===== config.mk =====
export PLATFORM = sky130hd
export DESIGN_NAME = jtag_shift_engine
export DESIGN_NICKNAME = d
export VERILOG_FILES = /design/src/rtl/jse_pkg.sv /design/src/rtl/jse_fifo.sv /design/src/rtl/jse_bitshift.sv /design/src/rtl/jtag_shift_engine.sv
export SDC_FILE = /design/constraint.sdc
export NUM_CORES = 2
export LEC_CHECK = 0
export BUFFER_PORTS_ARGS = -buffer_cell sky130_fd_sc_hd__clkbuf_2
export CORE_UTILIZATION = 55
export CTS_BUF_LIST = sky130_fd_sc_hd__clkbuf_4 sky130_fd_sc_hd__clkbuf_8
export CTS_CLUSTER_SIZE = 40
export DETAILED_ROUTE_END_ITERATION = 8
export PLACE_DENSITY = 0.73
export SYNTH_ARGS = -nofsm -noshare
export SYNTH_HDL_FRONTEND = slang
export SYNTH_SLANG_ARGS = --single-unit

===== constraint.sdc =====
create_clock -name clk -period 5.6 [get_ports clk]
set_input_delay 0.84 -clock clk [delete_from_list [all_inputs] [get_ports clk]]
set_output_delay 0.84 -clock clk [all_outputs]
set_load 0.005 [all_outputs]

===== src/rtl/jse_pkg.sv =====
package jse_pkg;
  localparam logic [7:0] OP_SHIFT  = 8'h01;
  localparam logic [7:0] OP_POLL   = 8'h02;
  localparam logic [7:0] OP_STATUS = 8'h03;

  typedef enum logic [3:0] {
    S_OP, S_SFLG, S_SLEN, S_STDI, S_SEXP, S_SMSK, S_SRUN,
    S_PSEL, S_PCLO, S_PCHI, S_PWT, S_PTDI, S_PRUN, S_PGAP
  } state_t;

  typedef struct packed {
    logic       mism;
    logic       tmo;
    logic [1:0] op;
  } sticky_t;
endpackage


===== src/rtl/jse_fifo.sv =====
module jse_fifo #(
  parameter int W     = 8,
  parameter int DEPTH = 256,
  localparam int AW   = $clog2(DEPTH),
  localparam int CW   = AW + 1
) (
  input  logic          clk,
  input  logic          rst_n,
  input  logic [W-1:0]  in_data,
  input  logic          in_valid,
  output logic          in_ready,
  output logic [W-1:0]  out_data,
  output logic          out_valid,
  input  logic          pop,
  output logic [CW-1:0] count
);
  timeunit 1ns; timeprecision 100ps;

  logic [W-1:0]  mem [DEPTH];
  logic [AW-1:0] wp, rp;
  logic          push, take;

  assign in_ready  = (count != CW'(DEPTH));
  assign out_valid = (count != '0);
  assign out_data  = mem[rp];
  assign push      = in_valid && in_ready;
  assign take      = pop && out_valid;

  always_ff @(posedge clk) if (push) mem[wp] <= in_data;

  always_ff @(posedge clk or negedge rst_n) begin
    if (!rst_n) begin
      wp <= '0; rp <= '0; count <= '0;
    end else begin
      if (push) wp <= wp + AW'(1);
      if (take) rp <= rp + AW'(1);
      if (push && !take) count <= count + CW'(1);
      else if (take && !push) count <= count - CW'(1);
    end
  end
endmodule


===== src/rtl/jse_bitshift.sv =====
module jse_bitshift #(
  parameter int DIVW = 8
) (
  input  logic            clk,
  input  logic            rst_n,
  input  logic [DIVW-1:0] div,
  input  logic            start,
  input  logic [7:0]      tx,
  input  logic            last_tms,
  input  logic            tdo,
  output logic            busy,
  output logic            done,
  output logic [7:0]      rx,
  output logic            tck,
  output logic            tms,
  output logic            tdi
);
  timeunit 1ns; timeprecision 100ps;

  logic [DIVW-1:0] cnt;
  logic [2:0]      idx;
  logic [7:0]      sh;
  logic            ex;

  always_ff @(posedge clk or negedge rst_n) begin
    if (!rst_n) begin
      busy <= 1'b0; done <= 1'b0; rx <= '0; tck <= 1'b0; tms <= 1'b0;
      tdi <= 1'b0; cnt <= '0; idx <= '0; sh <= '0; ex <= 1'b0;
    end else begin
      done <= 1'b0;
      if (!busy) begin
        if (start) begin
          busy <= 1'b1; sh <= tx; ex <= last_tms; idx <= '0; cnt <= '0;
          tdi <= tx[0]; tms <= 1'b0;
        end
      end else if (cnt != div) begin
        cnt <= cnt + DIVW'(1);
      end else begin
        cnt <= '0;
        if (!tck) begin
          tck     <= 1'b1;
          rx[idx] <= tdo;
        end else begin
          tck <= 1'b0;
          if (idx == 3'd7) begin
            busy <= 1'b0; done <= 1'b1; tms <= 1'b0;
          end else begin
            idx <= idx + 3'd1;
            tdi <= sh[idx + 3'd1];
            tms <= ex && (idx == 3'd6);
          end
        end
      end
    end
  end
endmodule


===== src/rtl/jtag_shift_engine.sv =====
module jtag_shift_engine #(
  parameter int FIFO_DEPTH = 256,
  parameter int DIVW       = 8,
  localparam int CW        = $clog2(FIFO_DEPTH) + 1
) (
  input  logic            clk,
  input  logic            rst_n,
  input  logic [DIVW-1:0] clk_div,
  input  logic [7:0]      cmd_data,
  input  logic            cmd_valid,
  output logic            cmd_ready,
  output logic [7:0]      sts_data,
  output logic            sts_valid,
  input  logic            sts_ready,
  output logic            jtag_tck,
  output logic            jtag_tms,
  output logic            jtag_tdi,
  input  logic            jtag_tdo
);
  timeunit 1ns; timeprecision 100ps;
  import jse_pkg::*;

  logic [7:0]    f_data;
  logic          f_valid, take;
  logic [CW-1:0] f_cnt;
  logic          bs_go, bs_last, bs_busy, bs_done;
  logic [7:0]    bs_rx;

  state_t     st;
  sticky_t    sticky;
  logic       failed, fail_pend, exitf, verify;
  logic [7:0] nleft, tdi_b, exp_b, msk_b, pwait, gapc;
  logic [2:0] psel;
  logic [15:0] pcnt;
  logic       rd_state, stat_blk;

  jse_fifo #(.W(8), .DEPTH(FIFO_DEPTH)) fifo_i (
    .clk(clk), .rst_n(rst_n), .in_data(cmd_data), .in_valid(cmd_valid),
    .in_ready(cmd_ready), .out_data(f_data), .out_valid(f_valid),
    .pop(take), .count(f_cnt)
  );

  jse_bitshift #(.DIVW(DIVW)) shift_i (
    .clk(clk), .rst_n(rst_n), .div(clk_div), .start(bs_go), .tx(tdi_b),
    .last_tms(bs_last), .tdo(jtag_tdo), .busy(bs_busy), .done(bs_done),
    .rx(bs_rx), .tck(jtag_tck), .tms(jtag_tms), .tdi(jtag_tdi)
  );

  assign failed   = sticky.mism | sticky.tmo;
  assign bs_last  = (st == S_SRUN) && exitf && (nleft == 8'd0);
  assign rd_state = (st != S_SRUN) && (st != S_PRUN) && (st != S_PGAP);
  assign stat_blk = (st == S_OP) && (f_data == OP_STATUS) && (sts_valid || fail_pend);
  assign take     = f_valid && rd_state && !stat_blk;

  always_ff @(posedge clk or negedge rst_n) begin
    if (!rst_n) begin
      st <= S_OP; sticky <= '0; fail_pend <= 1'b0; exitf <= 1'b0; verify <= 1'b0;
      nleft <= '0; tdi_b <= '0; exp_b <= '0; msk_b <= '0; pwait <= '0; gapc <= '0;
      psel <= '0; pcnt <= '0; bs_go <= 1'b0; sts_valid <= 1'b0; sts_data <= '0;
    end else begin
      bs_go <= 1'b0;
      if (sts_valid && sts_ready) sts_valid <= 1'b0;
      if (fail_pend && !sts_valid) begin
        sts_valid <= 1'b1;
        sts_data  <= {sticky.mism, sticky.tmo, 4'b0, sticky.op};
        fail_pend <= 1'b0;
      end
      case (st)
        S_OP: if (take) begin
          if (f_data == OP_SHIFT) st <= S_SFLG;
          else if (f_data == OP_POLL) st <= S_PSEL;
          else if (f_data == OP_STATUS) begin
            sts_valid <= 1'b1;
            sts_data  <= {sticky.mism, sticky.tmo, 4'b0, sticky.op};
            sticky    <= '0;
          end
        end
        S_SFLG: if (take) begin exitf <= f_data[0]; verify <= f_data[1]; st <= S_SLEN; end
        S_SLEN: if (take) begin nleft <= f_data; st <= S_STDI; end
        S_STDI, S_SMSK: if (take) begin
          if (st == S_STDI) tdi_b <= f_data; else msk_b <= f_data;
          if (st == S_STDI && verify) st <= S_SEXP;
          else if (!failed) begin bs_go <= 1'b1; st <= S_SRUN; end
          else if (nleft == 8'd0) st <= S_OP;
          else begin nleft <= nleft - 8'd1; st <= S_STDI; end
        end
        S_SEXP: if (take) begin exp_b <= f_data; st <= S_SMSK; end
        S_SRUN: if (bs_done) begin
          if (verify && (((bs_rx ^ exp_b) & msk_b) != 8'd0)) begin
            sticky.mism <= 1'b1; sticky.op <= 2'b01; fail_pend <= 1'b1;
          end
          if (nleft == 8'd0) st <= S_OP;
          else begin nleft <= nleft - 8'd1; st <= S_STDI; end
        end
        S_PSEL: if (take) begin psel <= f_data[2:0]; st <= S_PCLO; end
        S_PCLO: if (take) begin pcnt[7:0] <= f_data; st <= S_PCHI; end
        S_PCHI: if (take) begin pcnt[15:8] <= f_data; st <= S_PWT; end
        S_PWT:  if (take) begin pwait <= f_data; st <= S_PTDI; end
        S_PTDI: if (take) begin
          tdi_b <= f_data;
          if (failed) st <= S_OP;
          else begin bs_go <= 1'b1; st <= S_PRUN; end
        end
        S_PRUN: if (bs_done) begin
          if (!bs_rx[psel]) st <= S_OP;
          else if (pcnt <= 16'd1) begin
            sticky.tmo <= 1'b1; sticky.op <= 2'b10; fail_pend <= 1'b1; st <= S_OP;
          end else begin
            pcnt <= pcnt - 16'd1; gapc <= pwait; st <= S_PGAP;
          end
        end
        S_PGAP: begin
          if (gapc == 8'd0) begin bs_go <= 1'b1; st <= S_PRUN; end
          else gapc <= gapc - 8'd1;
        end
        default: st <= S_OP;
      endcase
    end
  end
endmodule


* Word-level counts from Yosys, hierarchy flattened
Memories as Yosys holds them, arrays and structs flattened.
Index checks and enable logic that the tools add are counted.
** Storage, ports and cells
- Memories kept :: 1
- Word-level logic and storage cells :: 284
- Output and inout port bits :: 13
- Bits in read-only memories :: 0
- Bits in writable memories :: 2048
- Register bits :: 146
- Latch bits :: 0
- Input port bits :: 21
** Memory list
- fifo_i.mem :: words 256, width 8, read ports 1, clocked after Yosys merged registers in 0, wr ports 1, RTL line jse_fifo.sv:19 : logic [W-1:0] mem [DEPTH];
** Cells by class
- Multiplexer cells :: 121
- Div/mod/pow operators :: 0
- Equality and inequality tests :: 51
- $mul :: 0
- Reduce and logical (&&, ||, !) cells :: 58
- Shift-type cells :: 0
- Magnitude comparators :: 5
- Add/sub/neg operators :: 9
- Bitwise operators :: 7
** Operators by type and width (number)
- $mux W8 :: 21
- $mux W4 :: 22
- $pmux W8 S2 :: 4
- $pmux W4 S13 :: 1
- $mux W16 :: 3
- $mux W1 :: 45
- $mux W3 :: 10
- $ne A2 B1 Y1 const B :: 14
- $ne A2 B2 Y1 const B :: 13
- $add A8 B1 Y8 const B :: 3
- $eq A4 B4 Y1 const B :: 6
- $pmux W8 S3 :: 1
- $logic_and A1 B1 Y1 :: 18
- $mux W9 :: 2
- $eq A4 B3 Y1 const B :: 4
- $eq A8 B2 Y1 const B :: 2
- $le A16 B1 Y1 const B :: 1
- $logic_not A8 Y1 :: 2
- $reduce_bool A2 Y1 :: 8
- $sub A16 B1 Y16 const B :: 1
- $sub A8 B1 Y8 const B :: 2
- $reduce_and A5 Y1 :: 3
- $reduce_and A14 Y1 :: 1
- $lt A3 B4 Y1 const B :: 3
- 38 further kinds :: 61

* Longest topological paths before layout
An unclocked memory read counts as a cell.
- Depth in word-level cells :: 10
- Depth in mapped cells :: 27
- Mapped depth without buffers :: 21

* Hierarchy
From an unflattened synthesis, not the netlist that was laid out.
** Unflattened totals
- Cells, all modules :: 4530
- Area, all modules :: 87403.8 µm²
** Modules (own cells, without submodules)
- jse_fifo :: sequential area each 62124.6 µm², times used 1, cells an instance 3862, area an instance 80688.6 µm²
- jtag_shift_engine :: sequential area each 2202.1 µm², times used 1, cells an instance 521, area an instance 4947.2 µm²
- jse_bitshift :: sequential area each 825.8 µm², times used 1, cells an instance 147, area an instance 1767.9 µm²

* Worst setup path after synthesis
Ideal clock, no wire load.
- Kind :: register -> register
- Start point :: register fifo_i.rp[1]
- End point :: register fifo_i.count[8]
- Clock period less this slack :: 5.305 ns
- Buffers on the path :: 3
- Library setup time :: 0.122 ns
- Required time :: 5.478 ns
- Cell stages (with the launch flop) :: 24
- Slack :: 0.295 ns
- Arrival :: 5.183 ns
- Cells stage by stage :: dfrtp_1 > buf_6 > buf_6 > clkbuf_1 > mux4_2 > a221oi_1 > nand2_1 > a211o_1 > a32oi_2 > nand4_1 > o31ai_4 > ha_1 > inv_1 > ha_1 > nor2b_1 > o21ai_0 > a21boi_0 > o21ai_0 > nand2b_1 > a21o_1 > a21oi_1 > xnor2_1 > nor2_1 > xnor2_1
** Between the ends
- Longest elaborated chain between the ends :: 10
- Elaborated cells between the ends (all ways) :: 12
- Classes of those cells :: eq/ne (1); mux (1); reduce/logical (9); memory (1)
** RTL lines
- from (decl) :: RTL line jse_fifo.sv:20 : logic [AW-1:0] wp, rp;
- from (signal assigned) :: RTL line jse_fifo.sv:36 : if (take) rp <= rp + AW'(1);
- $mem_v2 Z256 W8 *
- $eq A8 B2 Y1 * :: RTL line jtag_shift_engine.sv:52 : assign stat_blk = (st == S_OP) && (f_data == OP_STATUS) && (sts_valid || fail_pend);
- $logic_and A1 B1 Y1 * (2 in series) :: RTL line jtag_shift_engine.sv:52
- $logic_not A1 Y1 * :: RTL line jtag_shift_engine.sv:53 : assign take = f_valid && rd_state && !stat_blk;
- $logic_and A1 B1 Y1 * :: RTL line jtag_shift_engine.sv:53
- $logic_and A1 B1 Y1 * :: RTL line jse_fifo.sv:27 : assign take = pop && out_valid;
- $logic_not A1 Y1 :: RTL line jse_fifo.sv:37 : if (push && !take) count <= count + CW'(1);
- $logic_and A1 B1 Y1 :: RTL line jse_fifo.sv:37
- $mux W9 or $reduce_bool A2 Y1 (tied branches)
- to (signal assigned) :: RTL line jse_fifo.sv:37
- to (signal assigned) :: RTL line jse_fifo.sv:38 : else if (take && !push) count <= count - CW'(1);
- to (decl) :: RTL line jse_fifo.sv:15 : output logic [CW-1:0] count
Every way passes the cells marked *; elsewhere a longest branch is shown, timed or not.
A chain may end at the register's enable or synchronous reset.

* Final worst setup path
- Start point :: register fifo_i.rp[0]
- End point :: register fifo_i.count[8]
The elaborated chain is that of the path after synthesis.

==> results_dict.tcl <==
set metrics [dict create \
    status "finished, violations left" \
    violations "setup timing" \
    syn_area_um2 87600 \
    cts_sinks 2194 \
    fin_cells 7561 \
    fin_tns_setup_ns -0.0456 \
    grt_max_degree 163 \
    std_cell_rows 146 \
    fin_util_pct 64.0 \
    drtAntennaViolNets 0 \
    ys_types 84 \
    synth_area_per_cell_um2 19.0 \
    worst-slew-pin-transition_ns 1.32 \
    multi_input_area_um2 21300 \
    min-delay-start "jtag_tdo" \
    finalCriticalPeriod_ns 5.65 \
    rr_worst_depth 24 \
    critPathKind "reg -> reg" \
    holdCritPathClass "in -> reg" \
    largestRegisters "fifo_i.mem x2048, pcnt x16, fifo_i.count x9" \
    peakVddDrop_v 0.000453 \
    dpl_cell_area_um2 92600 \
    clockBufferDepth 4 \
    use_met3_pct 8.20 \
    hold_depth 2 \
    r2r_setup_slack_ns -0.05 \
    skew_ns 0.0873 \
    wl_mm 246 \
    required_ns 6.47 \
    dieHeight_um 401 \
    routed-via-count 49700 \
    cts-root-buf "clkbuf_8" \
    clk_latency_ns 1.06 \
    rr_startpoint "fifo_i.rp[0]$_DFFE_PN0P_" \
    fin_nets 5261 \
    dp_hpwl_mm 153 \
    use_met1_pct 41.4 \
    htreeDepth 5 \
    dp_slack_ns -0.509 \
    area_growth_syn_to_layout_pct 15.7 \
    fmax_mhz 177 \
    routabilityCongestion 0.935 \
    dp.cells 6843 \
    seqCellArea_um2 65200 \
    antenna_found_initial 5 \
    pin_count 34 \
    die_w_um 401 \
    grt-ovfl-total 0 \
    cap_violations 0 \
    grt_pass1_wl_mm 346 \
    slew_viol_final 0 \
    hold_viol_final 0 \
    drt_iter0_drc 7725 \
    vias_per_cell 6.58 \
    largest_reg_flops 2048 \
    rsz0062_at_grt "yes" \
    dieArea_um2 161000 \
    syn_inst 4611 \
    ys_warn_count 0 \
    port-buffer-count 33 \
    top_register "fifo_i.mem" \
    crit_path_end_kind "flip-flop" \
    start_kind "flip-flop" \
    cp.arrival_ns 6.51 \
    grtUsageTotal_pct 30.2 \
    grt.met2_usage_pct 45.4 \
    drive_above_1_share_pct 30.3 \
    p_leak_nw 33.8 \
    stdcell_area_um2 101000 \
    grt_busiest_layer "met2" \
    drc 0 \
    min_period_over_period_pct 101 \
    grt_pass1_vias 48400 \
    wl_per_cell_um 32.5 \
    fillCellCount 10500 \
    critPathMaxFanout 9 \
    cts_tree "yes" \
    ys_seq_elements 2194 \
    setup_ws_ns -0.0456 \
    relSlewSlack_pct 12.0 \
    setup_viol 1 \
    start_util_pct 55.3 \
    synth-edff-count 2048 \
    synth_ff_type "edfxtp_1" \
    coreArea_um2 158000 \
    synth_nets 4656 \
    cts.clk_slew.worst_paths_ns 0.07 \
    cts_buffers 359 \
    synthArstFlopShare_pct 6.65 \
    yosysSeqAreaShare_pct 74.4 \
    min_to "shift_i.rx[4]$_DFFE_PN0P_" \
    r2r_end "fifo_i.count[8]$_DFFE_PN0P_" \
    cellPowerDensity_nw_per_um2 521 \
    drt-pass1-iter-count 6 \
]
## how the worst max path moves through the flow
stage                             startpoint                     endpoint  slack, ns  cells past startpoint
floorplan           fifo_i.rp[1]$_DFFE_PN0P_  fifo_i.count[8]$_DFFE_PN0P_       0.29                     23
global placement    fifo_i.rp[1]$_DFFE_PN0P_  fifo_i.count[8]$_DFFE_PN0P_      -0.54                     26
detailed placement  fifo_i.rp[1]$_DFFE_PN0P_  fifo_i.count[8]$_DFFE_PN0P_      -0.51                     25
CTS                 fifo_i.rp[0]$_DFFE_PN0P_  fifo_i.count[8]$_DFFE_PN0P_     0.0007                     27
global route        fifo_i.rp[1]$_DFFE_PN0P_  fifo_i.count[8]$_DFFE_PN0P_      -0.14                     29
finish              fifo_i.rp[0]$_DFFE_PN0P_  fifo_i.count[8]$_DFFE_PN0P_      -0.05                     24
## layout by cell type (no fill, tap or decap), types with 58 or more instances in the layout
master and instances:
a21oi_1 103, a22oi_1 68, buf_12 58, buf_4 366
clkbuf_4 94, clkbuf_8 377, clkinv_1 100, dfrtp_1 141
edfxtp_1 2048, mux2i_1 203, mux4_2 445, nand2_1 180
nor2_1 359, o21ai_0 120
## critical path, stage by stage (launching register included)
cell and delay (ns):
dfrtp_4 0.45, buf_12 0.16, buf_12 0.16, clkbuf_16 0.16, buf_4 0.15, mux4_2 0.52
mux2i_2 0.24, o211ai_1 0.34, a221oi_2 0.40, o32a_1 0.24, nand4_1 0.28, buf_4 0.26
o31ai_4 0.27, ha_2 0.23, inv_2 0.06, buf_4 0.16, ha_1 0.28, a21boi_2 0.17
o21ai_1 0.14, nand2b_1 0.08, a21o_1 0.17, a21oi_2 0.16, xnor2_1 0.15, nor2_1 0.09
xnor2_1 0.13
## metrics by stage
stage | power, mW | hold slack [ns]
2_1_floorplan | 29.0 | 0.444
3_3_place_gp | 36.8 | 0.460
3_5_place_dp | 37.0 | 0.465
4_1_cts | 51.3 | 0.122
5_1_grt | 53.9 | 0.190
6_report | 52.7 | 0.210
## report_power, final
| part | switching, mW | internal, mW | total (mW) |
|---|---|---|---|
| registers | 0.502 | 18.5 | 19.0 |
| logic | 11.4 | 8.69 | 20.1 |
| clock network | 6.26 | 7.37 | 13.6 |
| total | 18.2 | 34.5 | 52.7 |
## cell type report
| type | count | share of cell area [%] |
|---|---|---|
| Multi-Input combinational cell | 2119 | 21.0 |
| Timing Repair Buffer | 508 | 5.13 |
| Inverter | 34 | 0.128 |
| Tap cell | 2072 | 2.56 |
| Sequential cell | 2194 | 64.3 |
| Antenna cell | 7 | 0.0173 |
| Clock inverter | 164 | 1.07 |
| Clock buffer | 463 | 5.71 |
## cells in the mapped netlist (all sizes together), types with 5 or more instances
cell	n	share of area, %
a21o	6	0.051
nor2b	29	0.21
o21ai	133	0.76
nand2	183	0.78
mux2i	218	2.5
xor2	14	0.14
a211oi	12	0.10
o31ai	11	0.11
o221ai	6	0.060
or4	6	0.051
nand3	51	0.29
edfxtp	2048	70
buf	141	1.2
ha	23	0.33
a22o	21	0.21
dfrtp	146	4.2
mux4	446	11
a31oi	21	0.17
or2	7	0.050
o211ai	14	0.12
nor2	366	1.6
clkbuf	123	0.53
and3	15	0.11
nand4	16	0.11
a21oi	112	0.64
o22ai	27	0.19
mux2	60	0.77
nand2b	18	0.13
nor3b	5	0.043
o22a	5	0.050
a32oi	9	0.12
a22oi	73	0.63
nor3	35	0.20
and2	14	0.10
xnor2	29	0.29
a211o	5	0.050
o2111ai	7	0.070
or3	9	0.064
inv	33	0.14
nor4	14	0.10
a221oi	39	0.40
## layer usage
| layer | wire length (um) | vias up |
|---|---|---|
| met5 | 70 | - |
| met4 | 13100 | 6 |
| met3 | 31500 | 756 |
| met2 | 112000 | 3730 |
| met1 | 88700 | 25200 |
| li1 | - | 20000 |
## logic make-up after synthesis
logic type	synth area share (%)
buffers and inverters	1.91
xor gates and xnor gates	0.430
muxes	14.7
DFF	74.4
AOI/OAI and AO/OA	4.21
and+or+nand+nor	3.95
adders and majority gates	0.352
## what timing repair did
action | CTS | global route
endpoints found under the setup margin | 4 | 4
pin swaps | 14 | 46
hold buffers | 2 | 0
endpoints found under the hold margin | 87 | 0
gates resized for setup | 77 | 99
setup buffers | 23 | 44
cloned | 7 | 10
Note: power is estimated with default switching activity, not from simulation.
